File: config.mk
export PLATFORM = sky130hd
export DESIGN_NAME = can_bit_timer
export DESIGN_NICKNAME = d
export VERILOG_FILES = /design/src/rtl/can_bt_pkg.sv /design/src/rtl/can_tq_prescaler.sv /design/src/rtl/can_rx_sync.sv /design/src/rtl/can_bit_engine.sv /design/src/rtl/can_tx_arb.sv /design/src/rtl/can_bit_timer.sv
export SDC_FILE = /design/constraint.sdc
export NUM_CORES = 1
export LEC_CHECK = 0
export CORE_MARGIN = 2
export CORE_UTILIZATION = 50
export DETAILED_ROUTE_END_ITERATION = 12
export DONT_BUFFER_PORTS = 1
export GPL_TIMING_DRIVEN = 0
export PLACE_DENSITY_LB_ADDON = 0.12
export SLEW_MARGIN = 5
export SYNTH_ARGS = -nofsm -noshare
export SYNTH_HDL_FRONTEND = slang
export SYNTH_HIERARCHICAL = 1
export SYNTH_SLANG_ARGS = --single-unit
File: constraint.sdc
create_clock -name clk -period 7.1 [get_ports clk]
set_input_delay 1.42 -clock clk [delete_from_list [all_inputs] [get_ports clk]]
set_output_delay 1.42 -clock clk [all_outputs]
set_load 0.01 [all_outputs]
File: src/rtl/can_bt_pkg.sv
package can_bt_pkg;
    localparam int NTQ_MIN = 9;
    localparam int NTQ_MAX = 20;
    localparam int QW      = 5;

    typedef logic [QW-1:0] quanta_t;

    typedef enum logic [1:0] {
        ADJ_NONE  = 2'd0,
        ADJ_LONG  = 2'd1,
        ADJ_SHORT = 2'd2
    } adj_e;

    function automatic quanta_t clamp_ntq(input quanta_t v);
        if (v < quanta_t'(NTQ_MIN)) return quanta_t'(NTQ_MIN);
        if (v > quanta_t'(NTQ_MAX)) return quanta_t'(NTQ_MAX);
        return v;
    endfunction

    function automatic quanta_t clamp_sp(input quanta_t v, input quanta_t n);
        if (v < quanta_t'(2)) return quanta_t'(2);
        if (v > n - quanta_t'(1)) return n - quanta_t'(1);
        return v;
    endfunction
endpackage

File: src/rtl/can_tq_prescaler.sv
module can_tq_prescaler #(
    parameter int BRP_W = 6
) (
    input  logic             clk,
    input  logic             rst_n,
    input  logic [BRP_W-1:0] brp,
    output logic             tq_tick
);
    typedef struct packed {
        logic [BRP_W-1:0] cnt;
    } st_t;

    st_t st_d, st_q;

    assign tq_tick = (st_q.cnt >= brp);

    always_comb begin
        st_d = st_q;
        if (tq_tick) st_d.cnt = '0;
        else         st_d.cnt = st_q.cnt + 1'b1;
    end

    always_ff @(posedge clk or negedge rst_n) begin
        if (!rst_n) st_q <= '0;
        else        st_q <= st_d;
    end
endmodule

File: src/rtl/can_rx_sync.sv
module can_rx_sync (
    input  logic clk,
    input  logic rst_n,
    input  logic rx_in,
    output logic rx_lvl,
    output logic fall_pulse
);
    typedef struct packed {
        logic s1;
        logic s2;
        logic s3;
    } st_t;

    st_t st_d, st_q;

    assign rx_lvl     = st_q.s2;
    assign fall_pulse = st_q.s3 & ~st_q.s2;

    always_comb begin
        st_d    = st_q;
        st_d.s1 = rx_in;
        st_d.s2 = st_q.s1;
        st_d.s3 = st_q.s2;
    end

    always_ff @(posedge clk or negedge rst_n) begin
        if (!rst_n) st_q <= '1;
        else        st_q <= st_d;
    end
endmodule

File: src/rtl/can_bit_engine.sv
module can_bit_engine
    import can_bt_pkg::*;
(
    input  logic    clk,
    input  logic    rst_n,
    input  logic    tq_tick,
    input  quanta_t ntq,
    input  quanta_t sp,
    input  logic    rx_lvl,
    input  logic    fall_pulse,
    output logic    sample_stb,
    output logic    sample_bit,
    output logic    bit_stb
);
    typedef struct packed {
        quanta_t q_cnt;
        adj_e    adj;
        logic    edge_seen;
        logic    sample_stb;
        logic    sample_bit;
        logic    bit_stb;
    } st_t;

    st_t     st_d, st_q;
    adj_e    adj_new;
    quanta_t end_idx;
    quanta_t s_idx;
    logic    edge_now;

    assign sample_stb = st_q.sample_stb;
    assign sample_bit = st_q.sample_bit;
    assign bit_stb    = st_q.bit_stb;

    always_comb begin
        st_d            = st_q;
        st_d.sample_stb = 1'b0;
        st_d.bit_stb    = 1'b0;
        s_idx           = sp - quanta_t'(1);
        edge_now        = st_q.edge_seen | fall_pulse;
        adj_new         = st_q.adj;
        end_idx         = ntq - quanta_t'(1);

        if (tq_tick) begin
            // quantum 0 is the expected edge position, s_idx the sample quantum
            if (edge_now && (st_q.adj == ADJ_NONE) &&
                (st_q.q_cnt != '0) && (st_q.q_cnt != s_idx)) begin
                adj_new = (st_q.q_cnt < s_idx) ? ADJ_LONG : ADJ_SHORT;
            end
            case (adj_new)
                ADJ_LONG:  end_idx = ntq;
                ADJ_SHORT: end_idx = ntq - quanta_t'(2);
                default:   end_idx = ntq - quanta_t'(1);
            endcase

            if (st_q.q_cnt == s_idx) begin
                st_d.sample_stb = 1'b1;
                st_d.sample_bit = rx_lvl;
            end

            st_d.edge_seen = 1'b0;
            if (st_q.q_cnt >= end_idx) begin
                st_d.q_cnt   = '0;
                st_d.adj     = ADJ_NONE;
                st_d.bit_stb = 1'b1;
            end else begin
                st_d.q_cnt = st_q.q_cnt + quanta_t'(1);
                st_d.adj   = adj_new;
            end
        end else begin
            st_d.edge_seen = edge_now;
        end
    end

    always_ff @(posedge clk or negedge rst_n) begin
        if (!rst_n) begin
            st_q            <= '0;
            st_q.adj        <= ADJ_NONE;
            st_q.sample_bit <= 1'b1;
        end else begin
            st_q <= st_d;
        end
    end
endmodule

File: src/rtl/can_tx_arb.sv
module can_tx_arb (
    input  logic clk,
    input  logic rst_n,
    input  logic tx_req,
    input  logic tx_bit,
    input  logic bit_stb,
    input  logic sample_stb,
    input  logic sample_bit,
    output logic tx_out,
    output logic arb_lost,
    output logic tx_active,
    output logic tx_bit_cur
);
    typedef struct packed {
        logic active;
        logic bit_v;
        logic lost;
    } st_t;

    st_t st_d, st_q;

    assign tx_out     = ~(st_q.active & ~st_q.lost & ~st_q.bit_v);
    assign arb_lost   = st_q.lost;
    assign tx_active  = st_q.active;
    assign tx_bit_cur = st_q.bit_v;

    always_comb begin
        st_d        = st_q;
        st_d.active = tx_req;
        if (tx_req && !st_q.active) begin
            st_d.lost  = 1'b0;
            st_d.bit_v = tx_bit;
        end else if (st_q.active) begin
            if (bit_stb) st_d.bit_v = tx_bit;
            if (sample_stb && !st_q.lost && st_q.bit_v && !sample_bit)
                st_d.lost = 1'b1;
        end
    end

    always_ff @(posedge clk or negedge rst_n) begin
        if (!rst_n) begin
            st_q       <= '0;
            st_q.bit_v <= 1'b1;
        end else begin
            st_q <= st_d;
        end
    end
endmodule

File: src/rtl/can_bit_timer.sv
module can_bit_timer
    import can_bt_pkg::*;
#(
    parameter int BRP_W = 6
) (
    input  logic             clk,
    input  logic             rst_n,
    input  logic [BRP_W-1:0] cfg_brp,
    input  logic [QW-1:0]    cfg_ntq,
    input  logic [QW-1:0]    cfg_sp,
    input  logic             tx_req,
    input  logic             tx_bit,
    input  logic             rx_in,
    output logic             tx_out,
    output logic             arb_lost,
    output logic             sample_stb,
    output logic             sample_bit,
    output logic             bit_stb
);
    typedef struct packed {
        logic [BRP_W-1:0] brp;
        quanta_t          ntq;
        quanta_t          sp;
    } cfg_t;

    cfg_t    cfg_d, cfg_q;
    quanta_t ntq_clamped;
    logic    tq_tick;
    logic    rx_lvl;
    logic    fall_pulse;
    logic    tx_active_w;
    logic    tx_bit_w;

    assign ntq_clamped = clamp_ntq(cfg_ntq);

    always_comb begin
        cfg_d = cfg_q;
        if (!tx_active_w) begin
            cfg_d.brp = cfg_brp;
            cfg_d.ntq = ntq_clamped;
            cfg_d.sp  = clamp_sp(cfg_sp, ntq_clamped);
        end
    end

    always_ff @(posedge clk or negedge rst_n) begin
        if (!rst_n) begin
            cfg_q.brp <= '0;
            cfg_q.ntq <= quanta_t'(NTQ_MIN);
            cfg_q.sp  <= quanta_t'(6);
        end else begin
            cfg_q <= cfg_d;
        end
    end

    can_tq_prescaler #(.BRP_W(BRP_W)) u_presc (
        .clk     (clk),
        .rst_n   (rst_n),
        .brp     (cfg_q.brp),
        .tq_tick (tq_tick)
    );

    can_rx_sync u_sync (
        .clk        (clk),
        .rst_n      (rst_n),
        .rx_in      (rx_in),
        .rx_lvl     (rx_lvl),
        .fall_pulse (fall_pulse)
    );

    can_bit_engine u_engine (
        .clk        (clk),
        .rst_n      (rst_n),
        .tq_tick    (tq_tick),
        .ntq        (cfg_q.ntq),
        .sp         (cfg_q.sp),
        .rx_lvl     (rx_lvl),
        .fall_pulse (fall_pulse),
        .sample_stb (sample_stb),
        .sample_bit (sample_bit),
        .bit_stb    (bit_stb)
    );

    can_tx_arb u_arb (
        .clk        (clk),
        .rst_n      (rst_n),
        .tx_req     (tx_req),
        .tx_bit     (tx_bit),
        .bit_stb    (bit_stb),
        .sample_stb (sample_stb),
        .sample_bit (sample_bit),
        .tx_out     (tx_out),
        .arb_lost   (arb_lost),
        .tx_active  (tx_active_w),
        .tx_bit_cur (tx_bit_w)
    );
endmodule

Word-level counts from Yosys, hierarchy flattened
Cells that the tools add are included.

Bits in registers: 39. Input port bits: 21. Output and inout port bits: 5. Word-level logic and storage cells: 90.

Add/subtract/negate cells: 6. Order comparisons: 7. Eq/ne operators: 4. Multiplexer cells: 31. Bitwise gates (word level): 8. Reductions and logical operators: 18.

Operator list (count): 5-bit 2-to-1 mux (9); 5-bit by 1-bit subtractor with 5-bit output (second input constant) (3); 1-bit 2-to-1 mux (12); 2-bit 2-to-1 mux (6); 5-bit case mux with 2 select lines (1); 1-bit logical AND (7); 7-bit 2-to-1 mux (1); 6-bit by 1-bit adder with 6-bit output (second input constant) (1); 6-bit greater-or-equal comparator (1); 6-bit 2-to-1 mux (1); 2-bit AND reduction (3); 2-bit nonzero test (3); 5-bit by 1-bit adder with 5-bit output (second input constant) (1); 5-bit equality test (1); 5-bit greater-or-equal comparator (1); 5-bit > comparator (1); 5-bit > comparator (second input constant) (1); 5-bit by 2-bit less-than comparator with 1-bit output (second input constant) (1); 5-bit by 4-bit less-than comparator with 1-bit output (second input constant) (1); 5-bit less-than comparator (1); 5-bit inequality test (1); 5-bit nonzero test (1); 5-bit by 2-bit subtractor with 5-bit output (second input constant) (1); 1-bit inverter (4); other kinds (7) (11).

Logic depth before layout (Yosys ltp)
Depth after elaboration: 14. Depth in mapped cells: 19. Depth with buffers taken out: 19.

Cells and area by module
Netlist, hierarchy kept.

Modules (own cells, without submodules): can_bit_engine (instances 1, cells each 111, area each 999.7 um^2, seq. area each 276.5 um^2); can_bit_timer (instances 1, cells each 84, area each 890.9 um^2, seq. area each 405.4 um^2); can_tq_prescaler (instances 1, cells each 44, area each 420.4 um^2, seq. area each 150.1 um^2); can_tx_arb (instances 1, cells each 9, area each 127.6 um^2, seq. area each 76.3 um^2); can_rx_sync (instances 1, cells each 4, area each 92.6 um^2, seq. area each 78.8 um^2).

Worst setup path after synthesis
OpenSTA, ideal clock, no wires.

Path kind: flip-flop to flip-flop. Start: reg cfg_q[1] (netlist name). End: reg u_engine/st_q[5] (netlist name). Setup time: 0.074 ns. Data arrival time: 3.633 ns. Data required time: 7.026 ns. Path slack: 3.393 ns. Cell stages (with the launch flop): 19. Buffers on the path: 1. Period minus slack after synthesis: 3.707 ns. Path through: dfstp_2 -> inv_1 -> ha_1 -> nand2_1 -> xor2_1 -> ha_1 -> nand2_1 -> o311a_2 -> a21oi_1 -> ha_1 -> buf_2 -> o211a_1 -> o21ai_0 -> ha_1 -> a21o_1 -> a21oi_1 -> o211ai_1 -> a211o_1 -> o21ai_2.

Longest elaborated chain between the ends: 10. Elaborated cells on any way between the ends: 13. Classes of those cells: add/sub (1); order compare (2); eq/ne (3); mux (6); reduce/logical (1).

RTL lines: 5-bit by 1-bit subtractor with 5-bit output (*) (RTL line can_bit_engine.sv:38) `s_idx = sp - quanta_t'(1);`; 5-bit less-than comparator or 5-bit inequality test (tied branches) (RTL line can_bit_engine.sv:47, can_bit_engine.sv:46); 2-bit 2-to-1 mux or 1-bit logical AND (tied branches) (RTL line can_bit_engine.sv:47, can_bit_engine.sv:46); 2-bit 2-to-1 mux (*) (RTL line can_bit_engine.sv:45) `if (edge_now && (st_q.adj == ADJ_NONE) &&`; 2-bit 2-to-1 mux (*) (RTL line can_bit_engine.sv:43) `if (tq_tick) begin`; 2-bit equality test or 2-bit by 1-bit equality test with 1-bit output (tied branches) (RTL line can_bit_engine.sv:49) `case (adj_new)`; 5-bit case mux with 2 select lines (RTL line can_bit_engine.sv:49); 5-bit 2-to-1 mux (RTL line can_bit_engine.sv:43); 5-bit greater-or-equal comparator (RTL line can_bit_engine.sv:61) `if (st_q.q_cnt >= end_idx) begin`; 7-bit 2-to-1 mux (*) (RTL line can_bit_engine.sv:61); end signal, assigned (RTL line can_bit_engine.sv:80) `st_q <= st_d;`; end, declared (RTL line can_bit_engine.sv:24) `st_t st_d, st_q;`.

Mark *: on every way between the ends. The rest lies on a longest branch, timed or not. The select of a mux whose other input is x is not followed. A chain may end at the register's enable or synchronous reset.

Final worst setup path
Start: reg cfg_q[1] (netlist name). End: reg u_engine/st_q[5] (netlist name).

Longest elaborated chain between the ends: 10. Elaborated cells on any way between the ends: 13. Classes of those cells: add/sub (1); order compare (2); eq/ne (3); mux (6); reduce/logical (1).

RTL lines (RTL line): 5-bit by 1-bit subtractor with 5-bit output (*) (can_bit_engine.sv:38); 5-bit less-than comparator or 5-bit inequality test (tied branches) (can_bit_engine.sv:47, can_bit_engine.sv:46); 2-bit 2-to-1 mux or 1-bit logical AND (tied branches) (can_bit_engine.sv:47, can_bit_engine.sv:46); 2-bit 2-to-1 mux (*) (can_bit_engine.sv:45); 2-bit 2-to-1 mux (*) (can_bit_engine.sv:43); 2-bit equality test or 2-bit by 1-bit equality test with 1-bit output (tied branches) (can_bit_engine.sv:49); 5-bit case mux with 2 select lines (can_bit_engine.sv:49); 5-bit 2-to-1 mux (can_bit_engine.sv:43); 5-bit greater-or-equal comparator (can_bit_engine.sv:61); 7-bit 2-to-1 mux (*) (can_bit_engine.sv:61).

Marked as above.

==> flow_metrics.py <==
metrics = {
    "worst_hold_path": {
        "hold_class": "reg2reg",
    },
    "finish": {
        "layout_commonest_cell": "ha_1",
        "final_cell_mix": "ha_1 (31), dfrtp_1 (30), inv_1 (26), nor2_1 (22), nand2_1 (16)",
        "fill_cells": 467,
        "stdcell_area_um2": 2755,
        "diodes": 0,
        "area_growth_syn_to_layout_pct": 8.848,
        "drive_above_1_share": 0.1500,
        "utilization": 0.5719,
        "final_nets": 311,
    },
    "grt": {
        "gr-total-overflow": 0,
        "grt_pass1_wl_mm": 7.569,
        "grt_pass1_vias": 1710,
        "grt_usage": 0.1759,
        "grt_max_degree": 40,
        "antenna_found_initial": 0,
    },
    "placed_design": {
        "place_area_um2": 2615,
        "place.gp.congestion": 0.8039,
        "port_buffers": 0,
        "post-place-ws_ns": 2.979,
        "dp_hpwl_mm": 3.448,
    },
    "detailed_routing": {
        "totalWireLength_mm": 4.447,
        "ant_nets": 0,
        "drtIter0Drc": 51,
        "drcViolationCount": 0,
        "firstDrtPassIters": 4,
        "via_per_inst": 5.425,
        "dr_total_vias": 1774,
        "wl_per_cell_um": 13.60,
    },
    "clock_tree": {
        "cts_setup_buffers": 0,
        "cts_tree": "done",
        "postCtsHoldBufs": 0,
        "cts_resized": 0,
        "cts_htree_levels": 2,
        "clock_path_buffers": 2,
        "clock_sinks": 39,
        "clk-insertion-delay-late_ns": 0.29,
        "numCtsBuffers": 5,
        "cts_root_buf": "clkbuf_8",
        "clk_pin_slew_ns": 0.08,
    },
    "setup_path": {
        "end_kind": "flop",
        "critPathKind": "reg2reg",
        "start_kind": "flop",
        "rrSetupSlack_ns": 3.01,
        "crit_arrival_ns": 4.31,
        "required_ns": 7.32,
        "worstPathMaxFanout": 10,
    },
    "power_and_ir_drop": {
        "p_leak_nw": 1.300,
        "peakVddDrop_mv": 0.1769,
        "p_per_area_nw_per_um2": 388.3,
        "p_total_mw": 1.070,
    },
    "synthesis": {
        "syn_inst": 252,
        "synth_cell_types": 54,
        "synth_edf_count": 0,
        "synth_seq_cells": 39,
        "synthFlopType": "dfrtp_1",
        "seq_area_frac_synth": 0.3900,
        "yosysWarnings": 6,
        "syn-mean-instance-area_um2": 10.04,
        "synth_fp_nets": 304,
        "async_flop_share": 1.000,
        "synth.cell_area_um2": 2531,
    },
    "sta": {
        "layout_setup_ws_ns": 3.010,
        "fin_crit_sh": 0.5761,
        "slew_viol_final": 0,
        "hold_viol": 0,
        "relSlewSlack": 0.6300,
        "tns_ns": 0,
        "clock-skew-final_ns": 0.005629,
        "tightest_slew_ns": 0.5512,
        "layout_min_cycle_time_ns": 4.090,
        "rsz0062_at_grt": "false",
        "setup_viol": 0,
        "fmax_mhz": 244.5,
    },
    "floorplan": {
        "core_region_area_um2": 4817,
        "ioPinCount": 26,
        "die_w_um": 75.15,
        "start_util": 0.5255,
        "die-area_um2": 5648,
        "die_h_um": 75.15,
        "rows": 25,
    },
    "job": {
        "maxCapViolations": 0,
    },
    "outcome": {
        "run_status": "finished, final reports clean",
    },
}
## final timing paths
| check | from | end | cells past startpoint |
|---|---|---|---|
| setup / recovery | cfg_q[1] | u_engine/st_q[5] | 18 |
| hold / removal | u_sync/st_d[1] | u_sync/rx_lvl | 0 |
| setup reg to reg | cfg_q[1] | u_engine/st_q[5] | 18 |
| hold reg to reg | u_sync/st_d[1] | u_sync/rx_lvl | 0 |
| max in group asynchronous | rst_n | cfg_q[5] | 0 |
| min in group asynchronous | rst_n | u_engine/st_q[9] | 0 |
## cells by family (layout without fill, tap and decap cells)
logic type | count (synthesis) | count (layout) | share of synthesized area
and+or+nand+nor | 68 | 68 | 0.1389
AOI/OAI and AO/OA | 57 | 57 | 0.1621
DFF | 39 | 39 | 0.3900
adders and majority gates | 31 | 31 | 0.1532
buffers and inverters | 31 | 39 | 0.05091
muxes | 16 | 16 | 0.07019
xor gates and xnor gates | 10 | 10 | 0.03460
## cells in the mapped netlist, types with 2 or more instances
cell      instances  share of area
mux2_2            9          0.040
nand2_1          16          0.024
nor3_1            3         0.0059
a21oi_1          15          0.030
dfstp_2           9          0.093
o21ai_0           7          0.014
nand4_1           2         0.0049
nor2_1           22          0.033
ha_1             31           0.15
mux2i_1           5          0.020
clkbuf_1          2         0.0030
nand2b_1          7          0.017
o21ai_2           2         0.0069
or3_1             2         0.0049
xnor2_1           3          0.010
a211oi_1          6          0.018
a21o_1            4          0.012
o21ai_1           4         0.0079
nor3b_1           2         0.0059
xor2_1            7          0.024
o31ai_1           2         0.0059
nand3_1           6          0.012
inv_1            26          0.039
dfrtp_1          30           0.30
## state kept, by name, indices dropped and copies added, names as in the netlist
| signal | cells |
|---|---|
| u_presc/st_q | 6 |
| u_engine/sample_stb | 1 |
| cfg_q | 16 |
| u_engine/sample_bit | 1 |
| u_arb/tx_bit_cur | 1 |
| u_arb/arb_lost | 1 |
| u_sync/st_q | 1 |
| u_engine/st_q | 8 |
| u_engine/bit_stb | 1 |
| u_sync/st_d | 1 |
| u_arb/tx_active | 1 |
| u_sync/rx_lvl | 1 |
## layer usage
metal / share of wire / up-vias / GRT usage / wire length (µm)
met5: 0 / - / 0 / 0
met4: 0.0081 / 0 / 0.04678 / 36
met3: 0.036 / 5 / 0.04150 / 158
met2: 0.47 / 23 / 0.2973 / 2106
met1: 0.48 / 834 / 0.2278 / 2146
li1: - / 912 / - / -
## power breakdown
part,switching [mW],internal (mW),total [mW]
Combinational,0.277,0.236,0.512
Sequential,0.0534,0.279,0.332
Clock,0.0827,0.143,0.225
Total,0.413,0.657,1.07
## critical path: stages (launching register included)
cell and delay, ns:
dfstp_2 0.55, inv_1 0.04, ha_1 0.19, nand2_1 0.08, xor2_1 0.06, ha_1 0.29
nand2_1 0.09, o311a_2 0.43, a21oi_1 0.22, ha_1 0.30, buf_2 0.19, o211a_1 0.23
o21ai_0 0.18, ha_1 0.28, a21o_1 0.18, a21oi_1 0.18, o211ai_1 0.17, a211o_1 0.31
o21ai_2 0.05
## through the flow
stage,hold slack (ns),cells
final,0.3592,327
after global routing,0.3705,327
after CTS,0.3593,327
after detailed placement,0.3468,319
after global placement,0.3461,319
after floorplan,0.3452,252
## final cells by class
class | instances | area [µm²] | area share
clock buffer | 5 | 68.82 | 0.02498
inverter | 26 | 97.59 | 0.03542
buffer | 5 | 31.28 | 0.01135
sequential | 39 | 987.2 | 0.3583
multi-input combinational | 182 | 1415 | 0.5136
tap | 67 | 83.83 | 0.03043
clock inverter | 3 | 71.32 | 0.02589
(Power assumes the default switching activity.)
